File: src/rtl/lc_pkg.sv
package lc_pkg;

  localparam int LC_NIN = 3;

  typedef enum logic [2:0] {
    FN_LOW  = 3'b000,
    FN_AND  = 3'b001,
    FN_OR   = 3'b010,
    FN_XOR  = 3'b011,
    FN_FLOP = 3'b100
  } lc_fn_e;

  // condition one synchronized line: gate first, then invert
  function automatic logic lc_condition(input logic raw, input logic en, input logic inv);
    return (raw & en) ^ inv;
  endfunction

  // function result for a select code; reserved codes give 0
  function automatic logic lc_gate(input logic [2:0] sel, input logic use_c,
                                   input logic [LC_NIN-1:0] p, input logic ff_q);
    logic c_and;
    logic c_orx;
    logic res;
    c_and = use_c ? p[2] : 1'b1;
    c_orx = use_c ? p[2] : 1'b0;
    case (sel)
      FN_AND:  res = p[0] & p[1] & c_and;
      FN_OR:   res = p[0] | p[1] | c_orx;
      FN_XOR:  res = p[0] ^ p[1] ^ c_orx;
      FN_FLOP: res = ff_q;
      default: res = 1'b0;
    endcase
    return res;
  endfunction

  // flip-flop next state: set > clear > load on B rise
  function automatic logic lc_ff_next(input logic set, input logic clr, input logic rise,
                                      input logic d, input logic q);
    logic n;
    if (set)       n = 1'b1;
    else if (clr)  n = 1'b0;
    else if (rise) n = d;
    else           n = q;
    return n;
  endfunction

endpackage

File: src/rtl/lc_sync.sv
module lc_sync #(
  parameter int W      = 3,
  parameter int STAGES = 2
) (
  input  logic         clk,
  input  logic         rst_n,
  input  logic [W-1:0] d,
  output logic [W-1:0] q
);
  localparam int LAST = STAGES - 1;

  logic [STAGES-1:0][W-1:0] stg;

  for (genvar g = 0; g < STAGES; g++) begin : g_stage
    logic [W-1:0] src;
    if (g == 0) begin : g_first
      assign src = d;
    end else begin : g_next
      assign src = stg[g-1];
    end
    always_ff @(posedge clk or negedge rst_n) begin
      if (!rst_n) stg[g] <= '0;
      else        stg[g] <= src;
    end
  end

  assign q = stg[LAST];

endmodule

File: src/rtl/lc_func.sv
module lc_func
  import lc_pkg::*;
(
  input  logic              clk,
  input  logic              rst_n,
  input  logic [LC_NIN-1:0] p,
  input  logic [2:0]        sel,
  input  logic              use_c,
  input  logic              ff_set,
  input  logic              ff_clr,
  output logic              f,
  output logic              ff_q,
  output logic              b_rise
);
  logic b_prev;
  logic ff_n;

  assign b_rise = p[1] & ~b_prev;
  assign ff_n   = lc_ff_next(ff_set, ff_clr, b_rise, p[0], ff_q);
  assign f      = lc_gate(sel, use_c, p, ff_q);

  always_ff @(posedge clk or negedge rst_n) begin
    if (!rst_n) begin
      b_prev <= 1'b0;
      ff_q   <= 1'b0;
    end else begin
      b_prev <= p[1];
      ff_q   <= ff_n;
    end
  end


  ff_set_chk: assert property (@(posedge clk) disable iff (!rst_n) ff_set |=> ff_q);

  ff_clr_chk: assert property (@(posedge clk) disable iff (!rst_n) (ff_clr && !ff_set) |=> !ff_q);

  b_edge_chk: assert property (@(posedge clk) disable iff (!rst_n) $rose(p[1]) |-> b_rise);

endmodule

File: src/rtl/lc_report.sv
module lc_report #(
  parameter int               EVT_W    = 5,
  parameter logic [EVT_W-1:0] EVT_CODE = 5'h11
) (
  input  logic             clk,
  input  logic             rst_n,
  input  logic             f,
  input  logic             inv_out,
  input  logic             out_en,
  input  logic             irq_level,
  input  logic             event_en,
  output logic             y_q,
  output logic             irq,
  output logic             evt_valid,
  output logic [EVT_W-1:0] evt_code
);
  logic y_next;
  logic y_change;
  logic evt_fire;

  assign y_next   = out_en & (f ^ inv_out);
  assign y_change = y_next ^ y_q;
  assign evt_fire = event_en & out_en & y_change;
  assign irq      = out_en & ~(y_q ^ irq_level);

  always_ff @(posedge clk or negedge rst_n) begin
    if (!rst_n) begin
      y_q       <= 1'b0;
      evt_valid <= 1'b0;
      evt_code  <= '0;
    end else begin
      y_q       <= y_next;
      evt_valid <= evt_fire;
      evt_code  <= evt_fire ? EVT_CODE : '0;
    end
  end


  oe_low_chk: assert property (@(posedge clk) disable iff (!rst_n) !out_en |=> !y_q);

  irq_oe_chk: assert property (@(posedge clk) disable iff (!rst_n) irq |-> out_en);

  evt_change_chk: assert property (@(posedge clk) disable iff (!rst_n) evt_valid |-> (y_q != $past(y_q)));

  evt_code_idle_chk: assert property (@(posedge clk) disable iff (!rst_n) !evt_valid |-> (evt_code == '0));

endmodule

File: src/rtl/tri_logic_cell.sv
module tri_logic_cell
  import lc_pkg::*;
#(
  parameter int               SYNC_STAGES = 2,
  parameter int               EVT_W       = 5,
  parameter logic [EVT_W-1:0] EVT_CODE    = 5'h11
) (
  input  logic             clk,
  input  logic             rst_n,
  input  logic [2:0]       in_raw,
  input  logic [2:0]       in_en,
  input  logic [2:0]       in_inv,
  input  logic [2:0]       func_sel,
  input  logic             use_c,
  input  logic             ff_set,
  input  logic             ff_clr,
  input  logic             inv_out,
  input  logic             out_en,
  input  logic             irq_level,
  input  logic             event_en,
  output logic             y_out,
  output logic             irq,
  output logic             evt_valid,
  output logic [EVT_W-1:0] evt_code
);
  logic [LC_NIN-1:0] in_sync;
  logic [LC_NIN-1:0] in_cond;
  logic              fn_res;
  logic              ff_state;
  logic              b_rise;

  lc_sync #(.W(LC_NIN), .STAGES(SYNC_STAGES)) u_sync (
    .clk (clk),
    .rst_n (rst_n),
    .d (in_raw),
    .q (in_sync)
  );

  for (genvar i = 0; i < LC_NIN; i++) begin : g_cond
    assign in_cond[i] = lc_condition(in_sync[i], in_en[i], in_inv[i]);
  end

  lc_func u_func (
    .clk (clk),
    .rst_n (rst_n),
    .p (in_cond),
    .sel (func_sel),
    .use_c (use_c),
    .ff_set (ff_set),
    .ff_clr (ff_clr),
    .f (fn_res),
    .ff_q (ff_state),
    .b_rise (b_rise)
  );

  lc_report #(.EVT_W(EVT_W), .EVT_CODE(EVT_CODE)) u_report (
    .clk (clk),
    .rst_n (rst_n),
    .f (fn_res),
    .inv_out (inv_out),
    .out_en (out_en),
    .irq_level (irq_level),
    .event_en (event_en),
    .y_q (y_out),
    .irq (irq),
    .evt_valid (evt_valid),
    .evt_code (evt_code)
  );


  reserved_sel_chk: assert property (@(posedge clk) disable iff (!rst_n)
    (func_sel inside {3'b101, 3'b110, 3'b111}) |-> !fn_res);

endmodule

File: config.mk
export PLATFORM = sky130hd
export DESIGN_NAME = tri_logic_cell
export DESIGN_NICKNAME = d
export VERILOG_FILES = /design/src/rtl/lc_pkg.sv /design/src/rtl/lc_sync.sv /design/src/rtl/lc_func.sv /design/src/rtl/lc_report.sv /design/src/rtl/tri_logic_cell.sv
export SDC_FILE = /design/constraint.sdc
export NUM_CORES = 1
export LEC_CHECK = 0
export BUFFER_PORTS_ARGS = -buffer_cell sky130_fd_sc_hd__buf_4
export CORE_AREA = 4 4 41 43
export DETAILED_ROUTE_END_ITERATION = 12
export DIE_AREA = 0 0 45 47
export PLACE_DENSITY = 0.73
export SETUP_SLACK_MARGIN = 0.2
export SLEW_MARGIN = 10
export SYNTH_ARGS = -nofsm -noshare
export SYNTH_HDL_FRONTEND = slang
export SYNTH_HIERARCHICAL = 1
export SYNTH_SLANG_ARGS = --single-unit
File: constraint.sdc
create_clock -name clk -period 6.22 [get_ports clk]
set_clock_uncertainty 0.15 [all_clocks]
set_input_delay 1.244 -clock clk [delete_from_list [all_inputs] [get_ports clk]]
set_output_delay 1.244 -clock clk [all_outputs]
set_load 0.1 [all_outputs]
==> reports/qor.yml, run 1 <==
outcome:
  outcome: "complete, no violations"
sta:
  setup_viol_count_final: 0
  fin_tns_setup_ns: 0
  rsz0062_at_grt: "no"
  fin_crit_ns: 3.28
  timing.hold.ws_ns: 0.200
  post-route-period-util: 0.528
  finalHoldViolCount: 0
  drv_slew: 0
  fmax_mhz: 305
hold_path:
  worstHoldStart: "u_sync/g_stage[1].src[1]"
  min_to: "u_sync/q[1]"
  hold_class: "flop to flop"
  holdPathStages: 0
cells_and_area:
  layout-drive-gt1-share: 0.423
  nNetsFinal: 96
  finalNonFillerCells: 86
  antenna_cells: 0
  area_growth_pct: 39.9
  finish.instance_area_um2: 697
route:
  postRouteAntennaNets: 0
  firstDrtPassIters: 4
  routed-via-count: 399
  drt_iter0_drc: 2
  vias_per_cell: 4.64
  drc_errors: 0
  drt_wl_total_um: 904
  wl_per_cell_um: 10.5
critical_path:
  regToRegSetupSlack_ns: 3.91
  cp-end-kind: "output pin"
  r2r_cells: 10
  cp-start-kind: "primary input"
  cp.arrival_ns: 1.89
  path_max_fanout: 1
  reg2reg_to: "u_report/evt_code[0]"
  r2r_start: "u_sync/q[1]"
  crit_type: "primary input to output pin"
  critPathRequiredTime_ns: 4.83
floorplanning:
  die_x_um: 45
  chipHeight_um: 47
  core_area_um2: 1300
  io_pins: 29
  die_area_um2: 2120
  initial_core_util: 0.383
  placementRows: 13
placed_design:
  dp_hpwl_um: 766
  io_buffers: 25
  placed_cells: 83
  placed_area_um2: 674
  place_congestion: 0.664
power:
  max-vdd-ir-drop_mv: 0.130
  power.density_nw_per_um2: 254
  power.leakage_nw: 0.358
synth:
  synth_cell_types: 23
  synthCells: 46
  synth-seq-area-share: 0.503
  synth-seq-cells: 10
  yosysWarnings: 6
  postSynthAreaPerCell_um2: 10.8
  syn_area_um2: 498
clocking:
  clockRootBuffer: "clkbuf_4"
  clk_latency_ns: 0.25
  clkTransAtPathRegs_ns: 0.05
  clockBufferDepth: 2
  numClockSinks: 10
  h-tree-depth: 1
  cts_hold_buf: 0
  numCtsBuffers: 3
  cts_setup_buffers: 0
  cts_tree: "done"
  postCtsResizedCells: 0
grt:
  antenna_found_initial: 0
  track_usage: 0.105
  grt_overflow: 0
  grt_pass1_vias: 433
  grt_max_degree: 11
  grt_pass1_wl_um: 1640
flow_run:
  maxCapViolations: 0
==> layout make-up <==
type / instances / area [µm²]
clock buffers: 3 / 22.5
fillers: 122 / 604
inverters: 3 / 11.3
multi-input cells: 30 / 206
flip-flops and latches: 10 / 250
well taps: 15 / 18.8
repair buffers: 25 / 188
==> cell families after synthesis <==
family / count (synthesis) / share of synthesized area
AO/OA/AOI/OAI: 6 / 0.0879
XOR/XNOR: 5 / 0.0879
adder cells (fa/ha/maj): 2 / 0.0502
buffers and inverters: 8 / 0.0980
flip-flops: 10 / 0.503
multiplexers: 2 / 0.0402
other: 1 / 0.00753
AND/OR/NAND/NOR: 12 / 0.126
==> where the power goes <==
group          leakage, nW  internal [W]  switching [W]
registers            0.119     0.0000695     0.00000224
logic                0.226     0.0000207      0.0000443
clock network       0.0138     0.0000221      0.0000178
==> metrics by stage <==
stage	util	setup slack [ns]	total power, W
after floorplan	-	2.71	0.000122
after global placement	0.518	2.95	0.000137
after detailed placement	0.518	2.88	0.000138
after CTS	0.536	2.94	0.000180
after global routing	0.536	2.88	0.000188
final	0.536	2.94	0.000177
==> worst max-delay path by stage <==
| stage | startpoint | to | slack (ns) |
|---|---|---|---|
| floorplan | irq_level | irq | 2.71 |
| global placement | in_en[1] | u_report/evt_code[0] | 2.95 |
| detailed placement | in_en[1] | u_report/evt_code[0] | 2.88 |
| CTS | irq_level | irq | 2.94 |
| global route | irq_level | irq | 2.88 |
| finish | irq_level | irq | 2.94 |
==> cell usage after synthesis <==
cell	number	area, µm²
nor2_1	1	3.75
dfrtp_1	10	250
o21bai_1	1	7.51
buf_4	5	37.5
and2_2	1	7.51
o211ai_1	1	7.51
inv_2	1	3.75
a222oi_1	1	10.0
a21oi_1	1	5.00
mux2i_1	2	20.0
ha_1	2	25.0
conb_1	1	3.75
nor2b_1	1	6.26
and2_1	1	6.26
a41oi_1	1	8.76
and2b_1	1	7.51
xor2_1	1	8.76
nand3_1	1	5.00
xnor2_1	4	35.0
nand2_1	5	18.8
inv_1	2	7.51
nand3b_1	1	7.51
o21ai_1	1	5.00
==> cells in the final DEF (no fill, tap or decap) <==
cell,n
a41oi_1,1
o21ai_1,1
nand3b_1,1
a222oi_1,1
xor2_1,1
nor2b_1,1
conb_1,3
clkbuf_4,3
mux2i_1,2
buf_4,25
nor2_1,1
nand3_1,1
and2b_1,1
dfrtp_1,10
o21bai_1,1
inv_1,2
ha_1,2
a21oi_1,1
xnor2_1,4
and2_1,1
o211ai_1,1
nand2_1,5
inv_2,1
and2_2,1
==> state kept, by name (all words and copies together) (netlist names) <==
name,count
u_sync/g_stage.src,3
u_sync/q,3
u_func/b_prev,1
u_func/ff_q,1
u_report/evt_code,1
u_report/y_q,1
==> per-layer routing <==
layer,vias to the layer above,part of all wire,track usage
met5,-,0,0
met4,0,0,0.0351
met3,0,0.13,0.0383
met2,20,0.47,0.167
met1,181,0.40,0.132
li1,198,-,-
==> worst max-delay path, cell delays in order <==
cell and delay [ns]:
buf_4 0.11, xnor2_1 0.11, and2_1 0.14, buf_4 0.28
Note: power is estimated with default switching activity, not from simulation.
==> inputs of run 2 (changes only) <==
Settings changed: ABC_AREA set to 1, CORE_AREA 4 4 41 43 to unset, CORE_ASPECT_RATIO set to 0.9, CORE_MARGIN set to 4, CORE_UTILIZATION set to 38, DIE_AREA 0 0 45 47 to unset, PLACE_DENSITY 0.73 to 0.74.
Clock period 6.22 ns to 2.7 ns, I/O delays scaled along.
==> reports/qor.yml, run 2 <==
outcome:
  outcome: "complete, no violations"
power:
  power.leakage_nw: 0.475
  max-vdd-ir-drop_mv: 0.322
  power.density_nw_per_um2: 543
  power.internal_w: 0.000284
  switching_share: 0.353
  combPwrFrac: 0.320
  clkPwrFrac: 0.307
  p_sw_w: 0.000155
  pwr-share-seq: 0.373
  finalPower_w: 0.000439
route:
  drt_wl_total_um: 1110
  routed-via-count: 532
  postRouteAntennaNets: 0
  firstDrtPassIters: 4
  vias_per_cell: 4.40
  drc_errors: 0
  wl_per_cell_um: 9.17
  drt_iter0_drc: 11
synth:
  synth_edf_count: 0
  synthCells: 79
  synthXorXnorAreaFrac: 0
  synth-seq-area-share: 0.437
  ys.flop_type: "dfrtp_1"
  synth-seq-cells: 10
  synth_common_cells: "22 x nand2_1, 16 x inv_1, 10 x dfrtp_1, 9 x nand3_1, 8 x nor2_1"
  yosysWarnings: 6
  synth_top_family_by_area: "simple AND/OR/NAND/NOR gates"
  synth_adder_area_share: 0.0437
  synth_area_leaders: "dfrtp_1 44%, nand2_1 14%, inv_1 10%"
  postSynthAreaPerCell_um2: 7.25
  syn_area_um2: 573
  yosys.area_share.simple: 0.297
  synth_most_common_cell: "nand2_1"
  synth_top_area_frac: 0.437
  synth_cell_types: 14
  synth_compound_area_frac: 0.0459
  synth_mux_area_frac: 0
  ys_async_sr_fraction: 1.00
  synth.largest_area_cell: "dfrtp_1"
floorplanning:
  die_x_um: 48.9
  placementRows: 13
  initial_core_util: 0.400
  io_pins: 29
  die_area_um2: 2190
  chipHeight_um: 44.8
  core_area_um2: 1430
sta:
  setup_viol_count_final: 0
  finalHoldViolCount: 0
  fin_tns_setup_ns: 0
  timing.hold.ws_ns: 0.198
  drv_slew: 0
  fin_crit_ns: 2.06
  fmax_mhz: 486
  post-route-period-util: 0.762
  rsz0062_at_grt: "no"
cells_and_area:
  finalNonFillerCells: 121
  post-route-util: 0.564
  nNetsFinal: 130
  antenna_cells: 0
  final_common_cell: "buf_4"
  layout_common_cells: "25 x buf_4, 22 x nand2_1, 16 x inv_1"
  area_growth_pct: 40.8
  layout-drive-gt1-share: 0.302
clocking:
  cts_tree: "done"
  clk_latency_ns: 0.27
  clkTransAtPathRegs_ns: 0.06
  postCtsResizedCells: 0
  clockRootBuffer: "clkbuf_4"
  clockBufferDepth: 2
  numCtsBuffers: 3
  numClockSinks: 10
  h-tree-depth: 1
critical_path:
  r2r_start: "u_sync/q[1]"
  cp-start-kind: "flop"
  crit_start: "u_report/y_q"
  cp.arrival_ns: 1.37
  cp-end-kind: "output pin"
  path_max_fanout: 3
  crit_type: "flop to output pin"
  critPathRequiredTime_ns: 2.01
flow_run:
  maxCapViolations: 0
grt:
  grt_overflow: 0
  grt_pass1_wl_um: 1880
  track_usage: 0.112
  grt_pass1_vias: 489
  antenna_found_initial: 0
  grt_max_degree: 11
hold_path:
  worstHoldStart: "u_sync/g_stage[1].src[0]"
  hold_class: "flop to flop"
placed_design:
  place_congestion: 0.784
  placed_cells: 116
  dp_hpwl_um: 932
  io_buffers: 25
[run 2: cell count changes in the layout (fill, tap and decap cells not counted), sizes merged, moves of 2 or more]
| cell | delta |
|---|---|
| nand3 | +8 |
| xnor2 | -4 |
| mux2i | -2 |
| nand2 | +17 |
| nor2 | +8 |
| inv | +13 |
[run 2: path summary, 6_finish.rpt]
kind,slack [ns],to,depth (start not counted)
max,0.64,irq,4
min,0.20,u_sync/q[0],0
min in group asynchronous,0.48,u_report/evt_code[0],2
max reg2reg,0.81,u_report/evt_code[0],16
min reg2reg,0.20,u_sync/q[0],0
max in group asynchronous,1.77,u_sync/q[0],2
[run 2: logic make-up after synthesis]
family,after synthesis
other cells,1
compound gates,4
flops,10
simple gates,41
buf+inv,21
fa+ha+maj,2
[run 2: stage by stage]
stage                     area, µm²  setup WS [ns]
after global placement          761          0.584
after CTS                       807          0.622
after floorplan                 592          0.259
final                           807          0.641
after global routing            807          0.553
after detailed placement        761          0.548
[run 2: cell type report]
class                      count  area, µm²
fill                         147        624
inverter                      16       60.1
tap                           15       18.8
sequential                    10        250
multi-input combinational     50        244
timing repair buffer          26        198
clock buffer                   4       36.3
[run 2: power by group through the flow]
| stage | clock network, W | logic [W] | registers (W) |
|---|---|---|---|
| after global routing | 0.000148 | 0.000152 | 0.000165 |
| after global placement | 0 | 0.000137 | 0.000166 |
| after CTS | 0.000138 | 0.000141 | 0.000164 |
| after floorplan | 0 | 0.0000853 | 0.000183 |
| final | 0.000135 | 0.000140 | 0.000164 |
| after detailed placement | 0 | 0.000140 | 0.000166 |
[run 2: critical path: stages (launching register included)]
cell and delay [ns]:
dfrtp_1 0.40, inv_1 0.13, o21ai_0 0.15, a21oi_4 0.13, buf_4 0.30
[run 2: repair_timing]
action	in CTS	in global routing
setup buffers	0	0
hold buffers	1	0
endpoints found under the hold margin	10	0
[run 2: metal layers]
metal / GRT usage / part of all wire / vias to the layer above
li1: - / - / 281
met1: 0.112 / 0.39 / 226
met2: 0.198 / 0.48 / 23
met3: 0.0363 / 0.11 / 2
met4: 0.0806 / 0.014 / 0
met5: 0 / 0 / -
==> inputs of run 3 (changes only) <==
Settings changed: CORE_ASPECT_RATIO 0.9 to unset, CORE_UTILIZATION 38 to 43, PLACE_DENSITY 0.74 to 0.79.
Clock period 2.7 ns to 2 ns, I/O delays scaled along.
==> reports/qor.yml, run 3 (same netlist as run 2, synthesis figures left out) <==
outcome:
  outcome: "complete, no violations"
clocking:
  numCtsBuffers: 3
  clockBufferDepth: 2
  clk_latency_ns: 0.26
  h-tree-depth: 1
  cts_tree: "done"
  numClockSinks: 10
  clkTransAtPathRegs_ns: 0.06
  clockRootBuffer: "clkbuf_4"
sta:
  drv_slew: 0
  fin_crit_ns: 1.80
  fmax_mhz: 555
  timing.hold.ws_ns: 0.0878
  finalHoldViolCount: 0
  rsz0062_at_grt: "yes"
  setup_viol_count_final: 0
  post-route-period-util: 0.902
floorplanning:
  io_pins: 29
  chipHeight_um: 44.5
  initial_core_util: 0.483
  placementRows: 12
  die_x_um: 44.5
  die_area_um2: 1980
  core_area_um2: 1190
critical_path:
  critPathRequiredTime_ns: 2.04
  cpMostUsedCell: "nand2_1"
  cp_top_family: "simple AND/OR/NAND/NOR gates"
  cp-end-kind: "flop"
  path_max_fanout: 2
  crit_type: "flop to flop"
  cp-start-kind: "flop"
  crit_chain: "nand2_1, nand2_1, nand2_2, inv_2, ha_4, inv_2, nand2_1, nand2_1, nor2_1, nor2_1, nand2_1, inv_2, nand2_2, nand3_1, a21oi_2"
  cp_slowest_stage_delay_ns: 0.37
  cpMaxStageDelayCell: "dfrtp_1"
  cp.arrival_ns: 1.85
  path_buf_inv: 3
hold_path:
  hold_class: "primary input to flop"
placed_design:
  place_congestion: 0.756
  dp_hpwl_um: 935
  io_buffers: 25
grt:
  use_met2: 0.255
  track_usage: 0.150
  gr-usage-met3: 0.0285
  antenna_found_initial: 0
  grt_max_degree: 11
  grt_overflow: 0
  grt_pass1_vias: 614
  grt.busiest_layer: "met2"
  grt_use_met1: 0.157
  grt_pass1_wl_um: 2190
route:
  drc_errors: 0
  vias_per_cell: 4.76
  drt_iter0_drc: 8
  drt_wl_total_um: 1410
  postRouteAntennaNets: 0
  wl_per_cell_um: 11.1
  routed-via-count: 605
  firstDrtPassIters: 4
cells_and_area:
  post-route-util: 0.769
  area_growth_pct: 59.2
  layout-drive-gt1-share: 0.478
  final_common_cell: "buf_4"
  nFillCells: 90
  layout_common_cells: "31 x buf_4, 16 x nand2_1, 11 x inv_1"
  nNetsFinal: 137
  antenna_cells: 0
power:
  power.leakage_nw: 0.505
  max-vdd-ir-drop_mv: 0.479
  power.density_nw_per_um2: 656
flow_run:
  maxCapViolations: 0
==> run 3: where the power goes <==
group	switching (W)	internal (W)
Clock	0.0000646	0.0000769
Combinational	0.000149	0.0000838
Sequential	0.00000727	0.000216
==> run 3: area by class of cell <==
type                    instances  area, µm²  share of cell area
repair buffers                 33        263               0.288
inverters                      16       62.6              0.0686
clock buffers                   4       26.3              0.0288
flip-flops and latches         10        255               0.280
well taps                      14       17.5              0.0192
multi-input cells              50        288               0.316
==> run 3: final timing paths <==
kind / cells past startpoint / start / slack (ns) / end
hold / removal: 1 / in_raw[1] / 0.09 / u_sync/g_stage[1].src[1]
min in group asynchronous: 2 / rst_n / 0.35 / u_sync/g_stage[1].src[1]
setup / recovery: 15 / u_sync/q[0] / 0.20 / u_report/evt_code[0]
setup reg to reg: 15 / u_sync/q[0] / 0.20 / u_report/evt_code[0]
max in group asynchronous: 2 / rst_n / 1.20 / u_report/y_q
hold reg to reg: 0 / u_sync/g_stage[1].src[0] / 0.20 / u_sync/q[0]
==> run 3: stage by stage <==
step                area [µm²]  setup WS [ns]  instances  power (W)  setup TNS [ns]
floorplan                  603          0.113         81   0.000366               0
global placement           771         0.0203        115   0.000414               0
detailed placement         771        -0.0581        115   0.000417         -0.0581
CTS                        867          0.173        124   0.000582               0
global route               912         0.0520        127   0.000629               0
finish                     912          0.197        127   0.000598               0
==> run 3: timing repair <==
action                                  4_1_cts  5_1_grt
pin swaps                                    12        8
buffers inserted                              4        3
hold buffers                                  1        0
endpoints found under the setup margin        3        3
resized for setup                             8        8
endpoints found under the hold margin        10        0
==> run 3: routing by layer <==
metal	share of wire	wire (µm)
met1	0.34	480
met5	0	0
met3	0.076	107
met4	0.024	34
met2	0.56	789
